[config.mk]
export PLATFORM = sky130hd
export DESIGN_NAME = ret_addr_stack
export DESIGN_NICKNAME = d
export VERILOG_FILES = /design/src/rtl/ras_pkg.sv /design/src/rtl/ras_ctrl.sv /design/src/rtl/ras_datapath.sv /design/src/rtl/ret_addr_stack.sv
export SDC_FILE = /design/constraint.sdc
export NUM_CORES = 1
export LEC_CHECK = 0
export BUFFER_PORTS_ARGS = -buffer_cell sky130_fd_sc_hd__clkbuf_2
export CAP_MARGIN = 40
export CELL_PAD_IN_SITES_DETAIL_PLACEMENT = 1
export CELL_PAD_IN_SITES_GLOBAL_PLACEMENT = 1
export CORE_UTILIZATION = 50
export DETAILED_ROUTE_END_ITERATION = 8
export GPL_TIMING_DRIVEN = 0
export HOLD_SLACK_MARGIN = 0.05
export MAX_ROUTING_LAYER = met4
export PLACE_DENSITY_LB_ADDON = 0.1
export REMOVE_ABC_BUFFERS = 1
export SYNTH_ARGS = -nofsm -noshare
export SYNTH_HDL_FRONTEND = slang
export SYNTH_SLANG_ARGS = --single-unit
[constraint.sdc]
create_clock -name clk -period 5 [get_ports clk]
set_input_delay 1 -clock clk [delete_from_list [all_inputs] [get_ports clk]]
set_output_delay 1 -clock clk [all_outputs]
set_load 0.005 [all_outputs]
[src/rtl/ras_pkg.sv]
package ras_pkg;
  typedef struct packed {
    logic push;
    logic pop;
  } stackCmd_t;
endpackage

[src/rtl/ras_ctrl.sv]
module ras_ctrl
  import ras_pkg::*;
#(
  parameter int DEPTH = 6
) (
  input  logic      clk,
  input  logic      rstN,
  input  logic      pushCall,
  input  logic      popReq,
  input  logic      irqPending,
  output logic      irqAck,
  output logic      full,
  output logic      empty,
  output logic      underflow,
  output stackCmd_t cmd
);
  localparam int CW = $clog2(DEPTH + 1);

  logic [CW-1:0] depth;

  assign full  = (depth == CW'(DEPTH));
  assign empty = (depth == '0);

  // Gate uses the depth held before this cycle's push or pop.
  assign irqAck    = irqPending & ~full & ~pushCall & ~popReq;
  assign underflow = popReq & empty;

  always_comb begin
    cmd.push = pushCall | irqAck;
    cmd.pop  = popReq & ~empty;
  end

  always_ff @(posedge clk or negedge rstN) begin
    if (!rstN) begin
      depth <= '0;
    end else if (cmd.push && !full) begin
      depth <= depth + 1'b1;
    end else if (cmd.pop) begin
      depth <= depth - 1'b1;
    end
  end
endmodule

[src/rtl/ras_datapath.sv]
module ras_datapath
  import ras_pkg::*;
#(
  parameter int AW    = 11,
  parameter int DEPTH = 6
) (
  input  logic          clk,
  input  logic          rstN,
  input  stackCmd_t     cmd,
  input  logic          hasData,
  input  logic [AW-1:0] pcIn,
  output logic [AW-1:0] popAddr
);
  localparam int IW = (DEPTH > 1) ? $clog2(DEPTH) : 1;
  localparam logic [IW-1:0] LAST = IW'(DEPTH - 1);

  logic [AW-1:0] slots [DEPTH];
  logic [IW-1:0] topIdx;
  logic [IW-1:0] nextIdx;
  logic [IW-1:0] prevIdx;

  assign nextIdx = (topIdx == LAST) ? '0 : topIdx + 1'b1;
  assign prevIdx = (topIdx == '0) ? LAST : topIdx - 1'b1;
  assign popAddr = hasData ? slots[topIdx] : '0;

  always_ff @(posedge clk or negedge rstN) begin
    if (!rstN) begin
      topIdx <= LAST;
    end else if (cmd.push) begin
      topIdx <= nextIdx;
    end else if (cmd.pop) begin
      topIdx <= prevIdx;
    end
  end

  for (genvar g = 0; g < DEPTH; g++) begin : g_slot
    always_ff @(posedge clk or negedge rstN) begin
      if (!rstN) begin
        slots[g] <= '0;
      end else if (cmd.push && nextIdx == IW'(g)) begin
        slots[g] <= pcIn;
      end
    end
  end
endmodule

[src/rtl/ret_addr_stack.sv]
module ret_addr_stack
  import ras_pkg::*;
#(
  parameter int AW    = 11,
  parameter int DEPTH = 6
) (
  input  logic          clk,
  input  logic          rstN,
  input  logic          pushCall,
  input  logic          popReq,
  input  logic          irqPending,
  input  logic [AW-1:0] pcIn,
  output logic          irqAck,
  output logic [AW-1:0] popAddr,
  output logic          full,
  output logic          empty,
  output logic          underflow
);
  stackCmd_t cmd;

  ras_ctrl #(.DEPTH(DEPTH)) u_ctrl (
    .clk(clk), .rstN(rstN), .pushCall(pushCall), .popReq(popReq),
    .irqPending(irqPending), .irqAck(irqAck), .full(full), .empty(empty),
    .underflow(underflow), .cmd(cmd)
  );

  ras_datapath #(.AW(AW), .DEPTH(DEPTH)) u_dp (
    .clk(clk), .rstN(rstN), .cmd(cmd), .hasData(~empty),
    .pcIn(pcIn), .popAddr(popAddr)
  );
endmodule

* Word-level counts from Yosys, hierarchy flattened
Index checks and enable logic that the tools add are counted.
Word-level totals: output and inout port bits 15, bits in registers 72, word-level logic and storage cells 54, bits of input ports 16
Cells by class: reductions and logical operators 13, order comparisons 1, equal/unequal tests 7, muxes and demuxes 10, $add $sub $neg 4, bitwise operators 11
Operator list (count):
- binary-select mux 11 bit (select 3 bit) | 1
- two-way mux 11 bit | 3
- two-way mux 3 bit | 6
- == test 3 bit, second input constant | 4
- logical NOT 3 bit | 3
- logical AND 1 bit | 7
- adder 3 x 1 -> 3 bit, second input constant | 2
- == test 3 x 2 -> 1 bit, second input constant | 2
- subtractor 3 x 1 -> 3 bit, second input constant | 2
- bitwise AND 1 bit | 5
- >= comparator 4 bit, second input constant | 1
- inverter 1 bit | 4
- inverter 3 -> 4 bit | 1
- nonzero test 2 bit | 2
- == test 3 x 1 -> 1 bit, second input constant | 1
- logical NOT 1 bit | 1
- OR 1 bit | 1

* Logic depth before layout (Yosys ltp)
depth in word-level cells 8, gate-level depth with buffers 6, depth with buffers taken out 6

* Hierarchy
A second synthesis with hierarchy kept.
Unflattened totals: cells, all modules 251, area total of the unflattened synthesis 3585.9 µm²
By module, submodules not included:
- ras_datapath | times used 1, seq. area each 1729.2 µm², area an instance 3357.0 µm², cells each 228
- ras_ctrl | times used 1, seq. area each 75.1 µm², area an instance 225.2 µm², cells each 22
- ret_addr_stack | times used 1, seq. area each 0.0 µm², area an instance 3.8 µm², cells each 1

* Least setup slack after synthesis
No wires, ideal clock.
path kind flip-flop to output port, start point reg u_dp.topIdx[0], end point out popAddr[0], path slack 2470 ps, buffers on the path 1, arrival 1530 ps, cell stages (with the launch flop) 5, data required time 4000 ps, cell sequence dfstp_2 -> buf_2 -> mux4_2 -> a22oi_1 -> nor2_1
On the way: cells in the longest elaborated chain, start to end 5
Ends and longest elaborated chain:
- start: declaration | line ras_datapath.sv:18 | logic [IW-1:0] topIdx;
- start signal: assignment | line ras_datapath.sv:30 | topIdx <= nextIdx;
- start signal: assignment | line ras_datapath.sv:32 | topIdx <= prevIdx;
- inverter 3 -> 4 bit (not written as such) | line ras_datapath.sv:24 | assign popAddr = hasData ? slots[topIdx] : '0;
- binary-select mux 11 bit (select 3 bit) | line ras_datapath.sv:24
- two-way mux 11 bit (not written as such) (2 in series) | line ras_datapath.sv:24
- two-way mux 11 bit | line ras_datapath.sv:24
- end: declaration | line ret_addr_stack.sv:14 | output logic [AW-1:0] popAddr,
Every way passes these cells. The select of a mux whose other input is x is not followed.

* Worst setup path in the final report
start point reg u_dp.topIdx[2], end point out popAddr[2]
The elaborated chain is that of the path after synthesis.

==> qor.yml <==
status: "complete, no violations"
antenna_found_initial: 0
rows: 30
synth.avg_cell_area_sq_um: 14.64
hold_class: "reg2reg"
clkTransAtPathRegs_ns: 0.07
synth_edf_count: 0
synth-seq-area-share: 0.5070
arrival_ns: 2.56
tns_ns: 0
synth_cell_types: 35
synth_most_common_cell: "dfrtp_1"
cts.repair.resized: 0
viasPerCell: 5.573
rsz0062_at_grt: "no"
grt_pass1_wl_mm: 12.41
max-clock-path-buffers: 2
synth-simple-area-share: 0.05415
postLayoutCoreUtil: 0.5846
setup_viol: 0
synth_top_family_by_area: "multiplexers"
synth_area_sq_um: 3558
die_h_microns: 86.36
tightest_slew_ns: 0.8308
path_common_cell: "nor2_1"
worstPathMaxFanout: 15
die_area_sq_um: 7458
hold_viol: 0
maxSlewViolCount: 0
max_stage_delay_ns: 0.73
grt_max_degree: 58
clockRootBuffer: "clkbuf_8"
synth_top_area_cell: "dfrtp_1"
grtUsageTotal: 0.2361
nets: 292
cp.required_ns: 4.00
synthTopCellsByArea: "dfrtp_1, mux2_2, mux2_4"
cp_slowest_cell: "nor2_1"
htree_levels: 3
path_cells: "inv_1, nor2_1, buf_4, a22oi_1, nor2_1, clkbuf_2"
synth_compound_area_frac: 0.04430
hold_buffers: 0
cp-end-kind: "primary output"
start_kind: "flip-flop"
routedWlPerCell_microns: 20.26
dp_hpwl_mm: 4.768
p_per_area_nw_per_um2: 701.9
synthAdderAreaFrac: 0.009142
synthMuxAreaShare: 0.3488
yosysWarnings: 0
dr_total_vias: 2090
period_share: 0.7122
final.min_clock_period_ns: 3.561
ant_nets: 0
drt_first_pass_iters: 4
cts_tree: "done"
die_w_microns: 86.36
first_global_vias: 2259
port_buffers: 30
async_flop_share: 1.000
yosysTopAreaCellShare: 0.4923
clock_sinks: 72
drive_gt1_frac: 0.5269
yosys_register_bits: 72
drv_cap: 0
cts_buffers: 9
leakage_nw: 1.765
clk_latency_ns: 0.35
holdWs_ns: 0.5077
postCtsSetupRepairBufs: 0
syn_inst: 243
grt_overflow_total: 0
relSlewSlack: 0.4445
drc: 0
drt_iter0_markers: 112
synthFlopType: "dfrtp_1"
vdd_drop_max_mv: 0.2790
ioPinCount: 31
core_sq_um: 6832
layout-area-overhead-vs-synth_pct: 12.24
gp_congestion: 0.7292
drt_wl_total_mm: 7.596
fmax_mhz: 280.8
initial_core_util: 0.5209
finClkSkew_ns: 0.008258
synth_xor_area_frac: 0.002461
fin_area_sq_um: 3994
ys_top_cells_by_count: "dfrtp_1, mux2_2, mux2_4, nor2_1"
placedInstanceArea_sq_um: 3806
worstSetupPathType: "reg2out"
antennaDiodeCount: 0
## critical path, delay by kind of cell, from the launching register on
kind,cells,cell delay (ns)
flops,1,0.58
compound gates,1,0.08
buf+inv,3,0.70
simple gates,2,0.85
## layout by cell type (no fill, tap or decap), types with 3 or more instances in the layout
master	instances
dfrtp_1	70
clkbuf_2	29
clkbuf_8	9
mux2i_1	4
mux2_4	20
mux2_2	58
mux4_2	11
nor2_1	19
a21oi_1	3
a22oi_1	11
clkinv_2	3
o21ai_0	4
## layer usage
layer | track usage | share of wire | routed length, microns
met1 | 0.3097 | 0.48 | 3683
met2 | 0.3665 | 0.47 | 3583
met3 | 0.04667 | 0.024 | 184
met4 | 0.08788 | 0.019 | 145
met5 | - | 0 | 0
## final cells by class
class                   count  area (sq um)
multi-input cells         154          1644
fillers                   676          2838
clock inverters             6         60.06
clock buffers              10         127.6
repair buffers             35         230.2
flip-flops and latches     72          1804
well taps                  96         120.1
inverters                   2         7.507
## where the power goes
group | leakage [nW] | total [mW] | switching [mW] | internal [mW]
registers | 0.854 | 1.10 | 0.208 | 0.888
logic | 0.819 | 1.25 | 0.493 | 0.760
clock network | 0.0920 | 0.456 | 0.228 | 0.228
total | 1.76 | 2.80 | 0.928 | 1.88
## kinds of logic (layout without fill, tap and decap cells)
kind of cell               Yosys count  in the layout
DFF                                 72             72
adders and majority gates            2              2
xor gates and xnor gates             1              1
AOI/OAI and AO/OA                   23             23
and+or+nand+nor                     35             35
muxes                               93             93
buffers and inverters               17             53
## state kept, by name (all words and copies together) (netlist names)
signal and flops:
u_ctrl.depth 3, u_dp.slots 66, u_dp.topIdx 3
## per-stage QoR
stage,total power [mW],worst slack [ns],cells
finish,2.803,1.439,375
global route,2.992,1.292,375
CTS,2.832,1.416,375
detailed placement,2.372,1.812,359
global placement,2.270,1.604,354
floorplan,1.961,2.290,228
## path summary, 6_finish.rpt
kind / slack, ns / end / start / depth (start not counted)
setup / recovery: 1.44 / popAddr[2] / u_dp.topIdx[2]$_DFFE_PN1P_ / 6
hold / removal: 0.51 / u_dp.slots[16]$_DFFE_PN0P_ / u_dp.slots[16]$_DFFE_PN0P_ / 1
setup reg to reg: 2.70 / u_dp.slots[35]$_DFFE_PN0P_ / u_ctrl.depth[0]$_DFFE_PN0P_ / 4
hold reg to reg: 0.51 / u_dp.slots[16]$_DFFE_PN0P_ / u_dp.slots[16]$_DFFE_PN0P_ / 1
max in group asynchronous: 3.87 / u_dp.topIdx[2]$_DFFE_PN1P_ / rstN / 2
min in group asynchronous: 0.54 / u_ctrl.depth[0]$_DFFE_PN0P_ / rstN / 1
Power figures use the tool's default switching activity.
